**src/rtl/vec_irq_ctrl.sv**
```systemverilog
module vec_irq_ctrl #(
  parameter int NSLOT     = 32,
  parameter int NSRC      = 8,
  parameter int RSV_SLOTS = 15,
  parameter logic [15:0] VEC_BASE   = 16'hFFC0,
  parameter logic [15:0] PERIPH_TOP = 16'h01FF
) (
  input  logic                  clk,
  input  logic                  rst,
  input  logic [NSLOT*NSRC-1:0] src_flag_i,
  input  logic [NSLOT*NSRC-1:0] src_en_i,
  input  logic                  gie_i,
  input  logic                  ack_i,
  input  logic                  fetch_en_i,
  input  logic [15:0]           fetch_addr_i,
  output logic                  irq_o,
  output logic [$clog2(NSLOT)-1:0] slot_o,
  output logic [15:0]           vec_o,
  output logic                  rst_req_o
);
  localparam int SW       = $clog2(NSLOT);
  localparam int RST_SLOT = NSLOT - 1;
  localparam int NMI_SLOT = NSLOT - 2;

  logic [NSLOT-1:0] pend;
  logic             win_v;
  logic [SW-1:0]    win;
  logic             reset_src, bad_fetch;

  for (genvar s = 0; s < NSLOT; s++) begin : g_slot
    wire any_src = |(src_flag_i[s*NSRC +: NSRC] & src_en_i[s*NSRC +: NSRC]);
    if (s < RSV_SLOTS || s == RST_SLOT) begin : g_off
      assign pend[s] = 1'b0;
    end else if (s == NMI_SLOT) begin : g_nmi
      assign pend[s] = any_src;
    end else begin : g_mask
      assign pend[s] = any_src & gie_i;
    end
  end

  always_comb begin
    win_v = 1'b0;
    win   = '0;
    for (int s = 0; s < NSLOT; s++)
      if (pend[s]) begin
        win_v = 1'b1;
        win   = s[SW-1:0];
      end
  end

  assign reset_src = |src_flag_i[RST_SLOT*NSRC +: NSRC];
  assign bad_fetch = fetch_en_i && (fetch_addr_i <= PERIPH_TOP);

  always_ff @(posedge clk) begin
    if (rst) begin
      irq_o     <= 1'b0;
      slot_o    <= '0;
      vec_o     <= '0;
      rst_req_o <= 1'b0;
    end else begin
      rst_req_o <= reset_src | bad_fetch;
      if (reset_src | bad_fetch) begin
        irq_o  <= 1'b0;
        slot_o <= RST_SLOT[SW-1:0];
        vec_o  <= VEC_BASE + 16'(2 * RST_SLOT);
      end else if (irq_o) begin
        if (ack_i) irq_o <= 1'b0;
      end else if (win_v) begin
        irq_o  <= 1'b1;
        slot_o <= win;
        vec_o  <= VEC_BASE + {{(15-SW){1'b0}}, win, 1'b0};
      end
    end
  end
endmodule

```
**config.mk**
```make
export PLATFORM = sky130hd
export DESIGN_NAME = vec_irq_ctrl
export DESIGN_NICKNAME = d
export VERILOG_FILES = /design/src/rtl/vec_irq_ctrl.sv
export SDC_FILE = /design/constraint.sdc
export NUM_CORES = 1
export LEC_CHECK = 0
export ABC_CLOCK_PERIOD_IN_PS = 1650
export CAP_MARGIN = 5
export CELL_PAD_IN_SITES_DETAIL_PLACEMENT = 0
export CELL_PAD_IN_SITES_GLOBAL_PLACEMENT = 1
export CORE_AREA = 4 4 212 214
export DETAILED_ROUTE_END_ITERATION = 7
export DIE_AREA = 0 0 216 218
export GPL_ROUTABILITY_DRIVEN = 0
export PLACE_DENSITY = 0.63
export SLEW_MARGIN = 20
export SYNTH_ARGS = -nofsm -noshare
export SYNTH_HDL_FRONTEND = slang
export SYNTH_SLANG_ARGS = --single-unit
```
**constraint.sdc**
```tcl
create_clock -name clk -period 1.65 [get_ports clk]
set_input_delay 0.2475 -clock clk [delete_from_list [all_inputs] [get_ports clk]]
set_output_delay 0.2475 -clock clk [all_outputs]
set_load 0.01 [all_outputs]
```
==> metrics.yaml, run 1 <==
status: "complete, but fails checks"
violations: "negative setup slack"
vias: 2960
clock_sinks: 8
synth_cell_types: 45
leakagePower_nw: 2.21
postPlaceCellArea_um2: 5240
dpl_worst_slack_ns: -0.855
met2_usage: 0.119
synth_edf_count: 0
max_freq_mhz: 571
antenna_found_initial: 26
use_met1: 0.0768
fin_skew_ns: 0.0101
crit_fanout: 6
drc_errors: 0
dp_hpwl_mm: 16.7
synth-seq-cells: 8
layout.cells.non_filler: 1087
finalHoldViolCount: 0
grt_pass1_wl_mm: 23.2
fin_crit_ns: 1.75
track_usage: 0.0707
final_common_cell: "clkbuf_2"
drtAntennaViolNets: 0
top_usage_layer: "met2"
vdd_drop_max_mv: 0.282
fp.dieH_um: 218
netlist_instances: 168
port_buffers: 297
clk_path_buf_depth: 2
grt_pass1_vias: 3322
critPathLaunchType: "input pin"
routedWlPerCell_um: 16.6
path_clk_slew_ns: 0.04
synth_warnings: 0
drt_wl_total_mm: 18.0
synth_flop_cell: "dfxtp_1"
synth_fp_nets: 701
cpLargestDelayFamily: "simple AND/OR/NAND/NOR gates"
fin_setup_tns_ns: -0.302
rrSetupSlack_ns: 0.50
setup_ws_ns: -0.100
avgSynthCellArea_um2: 8.72
grt_use_met3: 0.0470
utilization: 0.123
cts-root-buf: "clkbuf_16"
required_ns: 1.75
post_synth_instance_area_um2: 1470
rsz0062_at_grt: "true"
grt-ovfl-total: 0
fp-row-count: 76
cts_made_buffers: 3
power.total_mw: 1.63
drt-vias-per-instance: 2.72
h-tree-depth: 1
hold_path.class: "register to register"
worst-setup-path-type: "input pin to register"
critical_path.max_stage_delay_ns: 0.33
cp_cell_sequence: "clkdlybuf4s15_1 -> a22oi_2 -> nand4_1 -> buf_6 -> nor3_4 -> nor3b_4 -> a41oi_4 -> mux2i_1 -> a21oi_1"
cp_slowest_cell: "nor3b_4"
finalMaxSlewViolations: 0
holdWs_ns: 0.550
initial_core_util: 0.0342
worstSetupEndpointType: "register"
period_share: 1.06
ys_seq_area_frac: 0.109
die_area_um2: 47100
grt_max_degree: 12
cp_data_arrival_time_ns: 1.85
first_iter_violations: 66
dp_cells: 1059
die_width_um: 216
core_area_um2: 42900
design_area_um2: 5260
cp.buffers_inverters: 2
syn2layout_area_growth_pct: 259
fillers: 4975
synth_top_area_frac: 0.251
finalSetupViolCount: 5
synth-async-reset-ratio: 0
insertion_delay_ns: 0.23
final_nets: 1027
cts_tree: "built"
yosysTopAreaCell: "a22oi_1"
drive_gt1_frac: 0.539
ioPinCount: 556
powerDensity_nw_per_um2: 310
final_cell_mix: "124 x clkbuf_2, 88 x clkdlybuf4s15_1, 49 x a22oi_2"
firstDrtPassIters: 4
maxCapViolCount: 0
synthTopCellsByArea: "a22oi_1 25%, dfxtp_1 11%, a22oi_2 8.5%"
path summary, 6_finish.rpt:
kind,from,to,cells after the start
max,src_en_i[243],slot_o[2],9
min,vec_o[5],vec_o[5],2
max reg2reg,irq_o,slot_o[2],3
min reg2reg,vec_o[5],vec_o[5],2
synth_stat cells, drive strengths merged (2+ instances only):
cell,number
buf,17
nor4,4
nand4,9
a22o,4
a22oi,60
nor3,8
nand3,3
nor2,7
a21oi,7
nand2,2
inv,3
o41ai,3
dfxtp,8
o21ai,6
a41oi,6
a41o,2
o31ai,2
tightest hold or removal path, stage by stage, from the launching register on:
cell and delay, ns:
dfxtp_1 0.34, o21ai_2 0.07, a31oi_1 0.08
sequential cells by signal, indices dropped and copies added, names as in the netlist:
name,count
slot_o,4
vec_o,2
irq_o,1
rst_req_o,1
area by class of cell:
class                      count  area (um^2)  share of cell area
sequential                     8          161              0.0307
clock buffer                   3         75.1              0.0143
antenna                       10         25.0             0.00476
multi-input combinational    140         1540               0.293
timing repair buffer         338         2710               0.515
tap                          585          732               0.139
inverter                       3         16.3             0.00309
kinds of logic (layout without fill, tap and decap cells):
group,count (synthesis),in the layout,share of synthesized area
DFF,8,8,0.109
buffers and inverters,20,344,0.0948
muxes,1,1,0.00683
and+or+nand+nor,41,41,0.185
other,1,11,0.00256
AOI/OAI and AO/OA,97,97,0.601
power breakdown:
| part | total (mW) | switching [mW] | leakage [nW] | internal [mW] |
|---|---|---|---|---|
| registers | 0.220 | 0.0156 | 0.0671 | 0.204 |
| logic | 0.994 | 0.380 | 2.11 | 0.614 |
| clock network | 0.415 | 0.102 | 0.0370 | 0.313 |
per-layer routing:
metal  share of wire  up-vias
li1                -     1387
met2            0.47      193
met3            0.15       34
met5          0.0093        -
met4          0.0085       28
met1            0.37     1318
what timing repair did:
item,4_1_cts,5_1_grt
setup buffers,11,9
endpoints found under the setup margin,17,8
cloned,0,0
hold buffers,0,0
resized for setup,332,361
pin swaps,98,94
Note: power is estimated with default switching activity, not from simulation.
==> run 2, diff against run 1 <==
- SKIP_LAST_GASP: default -> 1
==> run 2 against run 1 <==
Compared with the run above: the run still ends with negative setup slack left; fmax fell by 0.51%; utilization down 0.064 points; cell count barely moved; combinational power hardly changed; critical endpoint unchanged; largest power group unchanged; via count increased by 0.34%; count of clock-buffer cells in the layout unchanged; register-to-register slack is essentially flat; die area unchanged; wire length increased by 0.12%; non-clock buffer count is 1 higher.
==> metrics.yaml, run 2 (synthesis gave the netlist of run 1 again) <==
final_common_cell: "clkbuf_2"
cts_made_buffers: 3
setup_ws_ns: -0.109
holdWs_ns: 0.552
cts_tree: "built"
dp_cells: 1059
reg.largest.list: "slot_o (4), vec_o (2)"
r2r_cells: 3
cts-root-buf: "clkbuf_16"
port_buffers: 297
grt_pass1_vias: 3316
worst-setup-path-type: "input pin to register"
routedWlPerCell_um: 16.6
syn2layout_area_growth_pct: 257
vdd_drop_max_mv: 0.282
cp_slowest_cell: "nor3b_4"
fillers: 4976
insertion_delay_ns: 0.23
ioPinCount: 556
cp_data_arrival_time_ns: 1.86
antenna_found_initial: 25
drt_wl_total_mm: 18.0
grt_pass1_wl_mm: 23.2
grt-ovfl-total: 0
grt_max_degree: 12
powerDensity_nw_per_um2: 311
dp_hpwl_mm: 16.7
finalSetupViolCount: 5
worstSetupEndpointType: "register"
rsz0062_at_grt: "true"
h-tree-depth: 1
wl_met1_mm: 6.67
highest_layer: "met5"
crit_fanout: 6
fin_skew_ns: 0.00959
drive_gt1_frac: 0.554
critPathLaunchType: "input pin"
track_usage: 0.0707
rrSetupSlack_ns: 0.49
max_freq_mhz: 568
path_clk_slew_ns: 0.04
firstDrtPassIters: 4
drc_errors: 0
drtAntennaViolNets: 0
postPlaceCellArea_um2: 5240
layout.cells.non_filler: 1088
vias: 2970
fin_crit_ns: 1.76
first_iter_violations: 79
required_ns: 1.75
drt-vias-per-instance: 2.73
wl_met3_mm: 2.63
finalMaxSlewViolations: 0
holdBufCountCts: 0
period_share: 1.07
violations: "negative setup slack"
die_width_um: 216
cp_cell_sequence: "clkdlybuf4s15_1 -> a22oi_2 -> nand4_1 -> buf_6 -> nor3_4 -> nor3b_4 -> a41oi_4 -> mux2i_1 -> a21oi_1"
route.met2.wl_mm: 8.40
maxCapViolCount: 0
fin_setup_tns_ns: -0.342
final_nets: 1028
clk_path_buf_depth: 2
design_area_um2: 5230
r2r_start: "irq_o"
core_area_um2: 42900
fp-row-count: 76
final_cell_mix: "132 x clkbuf_2, 87 x clkdlybuf4s15_1, 49 x a22oi_2"
die_area_um2: 47100
status: "complete, but fails checks"
r2r_end: "slot_o[2]"
finalHoldViolCount: 0
hold_start: "vec_o[5]"
leakagePower_nw: 2.19
largest_reg_flops: 4
top_register: "slot_o"
initial_core_util: 0.0342
whs_path_depth: 2
clock_sinks: 8
holdPathEnd: "vec_o[5]"
dpl_worst_slack_ns: -0.855
hold_path.class: "register to register"
critical_path.max_stage_delay_ns: 0.33
fp.dieH_um: 218
==> run 2: changes by cell type in the layout (fill, tap and decap cells not counted) <==
cell	change
buf_6	+1
dlymetal6s2s_1	-3
clkbuf_2	+8
dlygate4sd2_1	-3
buf_2	-1
clkdlybuf4s15_1	-1
==> run 2: how the worst max path moves through the flow <==
stage	startpoint	end	slack [ns]	cells past startpoint
2_1_floorplan	src_flag_i[181]	slot_o[2]	-0.02	7
3_3_place_gp	src_flag_i[212]	slot_o[3]	-0.87	9
5_1_grt	src_flag_i[128]	slot_o[1]	-0.20	10
3_5_place_dp	src_flag_i[212]	slot_o[3]	-0.85	9
6_report	src_en_i[243]	slot_o[2]	-0.11	9
4_1_cts	src_en_i[172]	slot_o[2]	-0.21	10
==> run 2: cell type report <==
type	count	area [um^2]	share of cell area
Timing Repair Buffer	339	2680	0.512
Multi-Input combinational cell	140	1540	0.295
Tap cell	585	732	0.140
Sequential cell	8	161	0.0309
Clock buffer	3	75.1	0.0144
Antenna cell	10	25.0	0.00479
Inverter	3	16.3	0.00311
==> run 2: per-stage QoR <==
stage / total power, mW / util
global placement: 1.30 / 0.122
floorplan: 0.458 / -
finish: 1.63 / 0.122
CTS: 1.64 / 0.126
global route: 1.73 / 0.122
detailed placement: 1.31 / 0.122
==> run 2: layer usage <==
| layer | global-route usage | vias to the layer above |
|---|---|---|
| met5 | 0 | - |
| met4 | 0.00853 | 28 |
| met3 | 0.0470 | 34 |
| met2 | 0.119 | 192 |
| met1 | 0.0768 | 1328 |
| li1 | - | 1388 |
==> run 2: where the power goes <==
group	switching [mW]	internal (mW)	total, mW
Combinational	0.381	0.613	0.994
Clock	0.101	0.313	0.415
Sequential	0.0161	0.204	0.220
Total	0.498	1.13	1.63
==> run 2: critical path: cells and delay by family <==
| family | cells | cell delay, ns |
|---|---|---|
| multiplexers | 1 | 0.20 |
| buffers and inverters | 2 | 0.33 |
| AO/OA/AOI/OAI | 3 | 0.45 |
| AND/OR/NAND/NOR | 3 | 0.64 |
==> run 2: timing repair <==
action	in CTS	in global routing
setup endpoints to repair	17	8
cloned	0	0
setup buffers	11	9
hold endpoints to repair	0	0
resized for setup	330	373
pin swaps	98	95
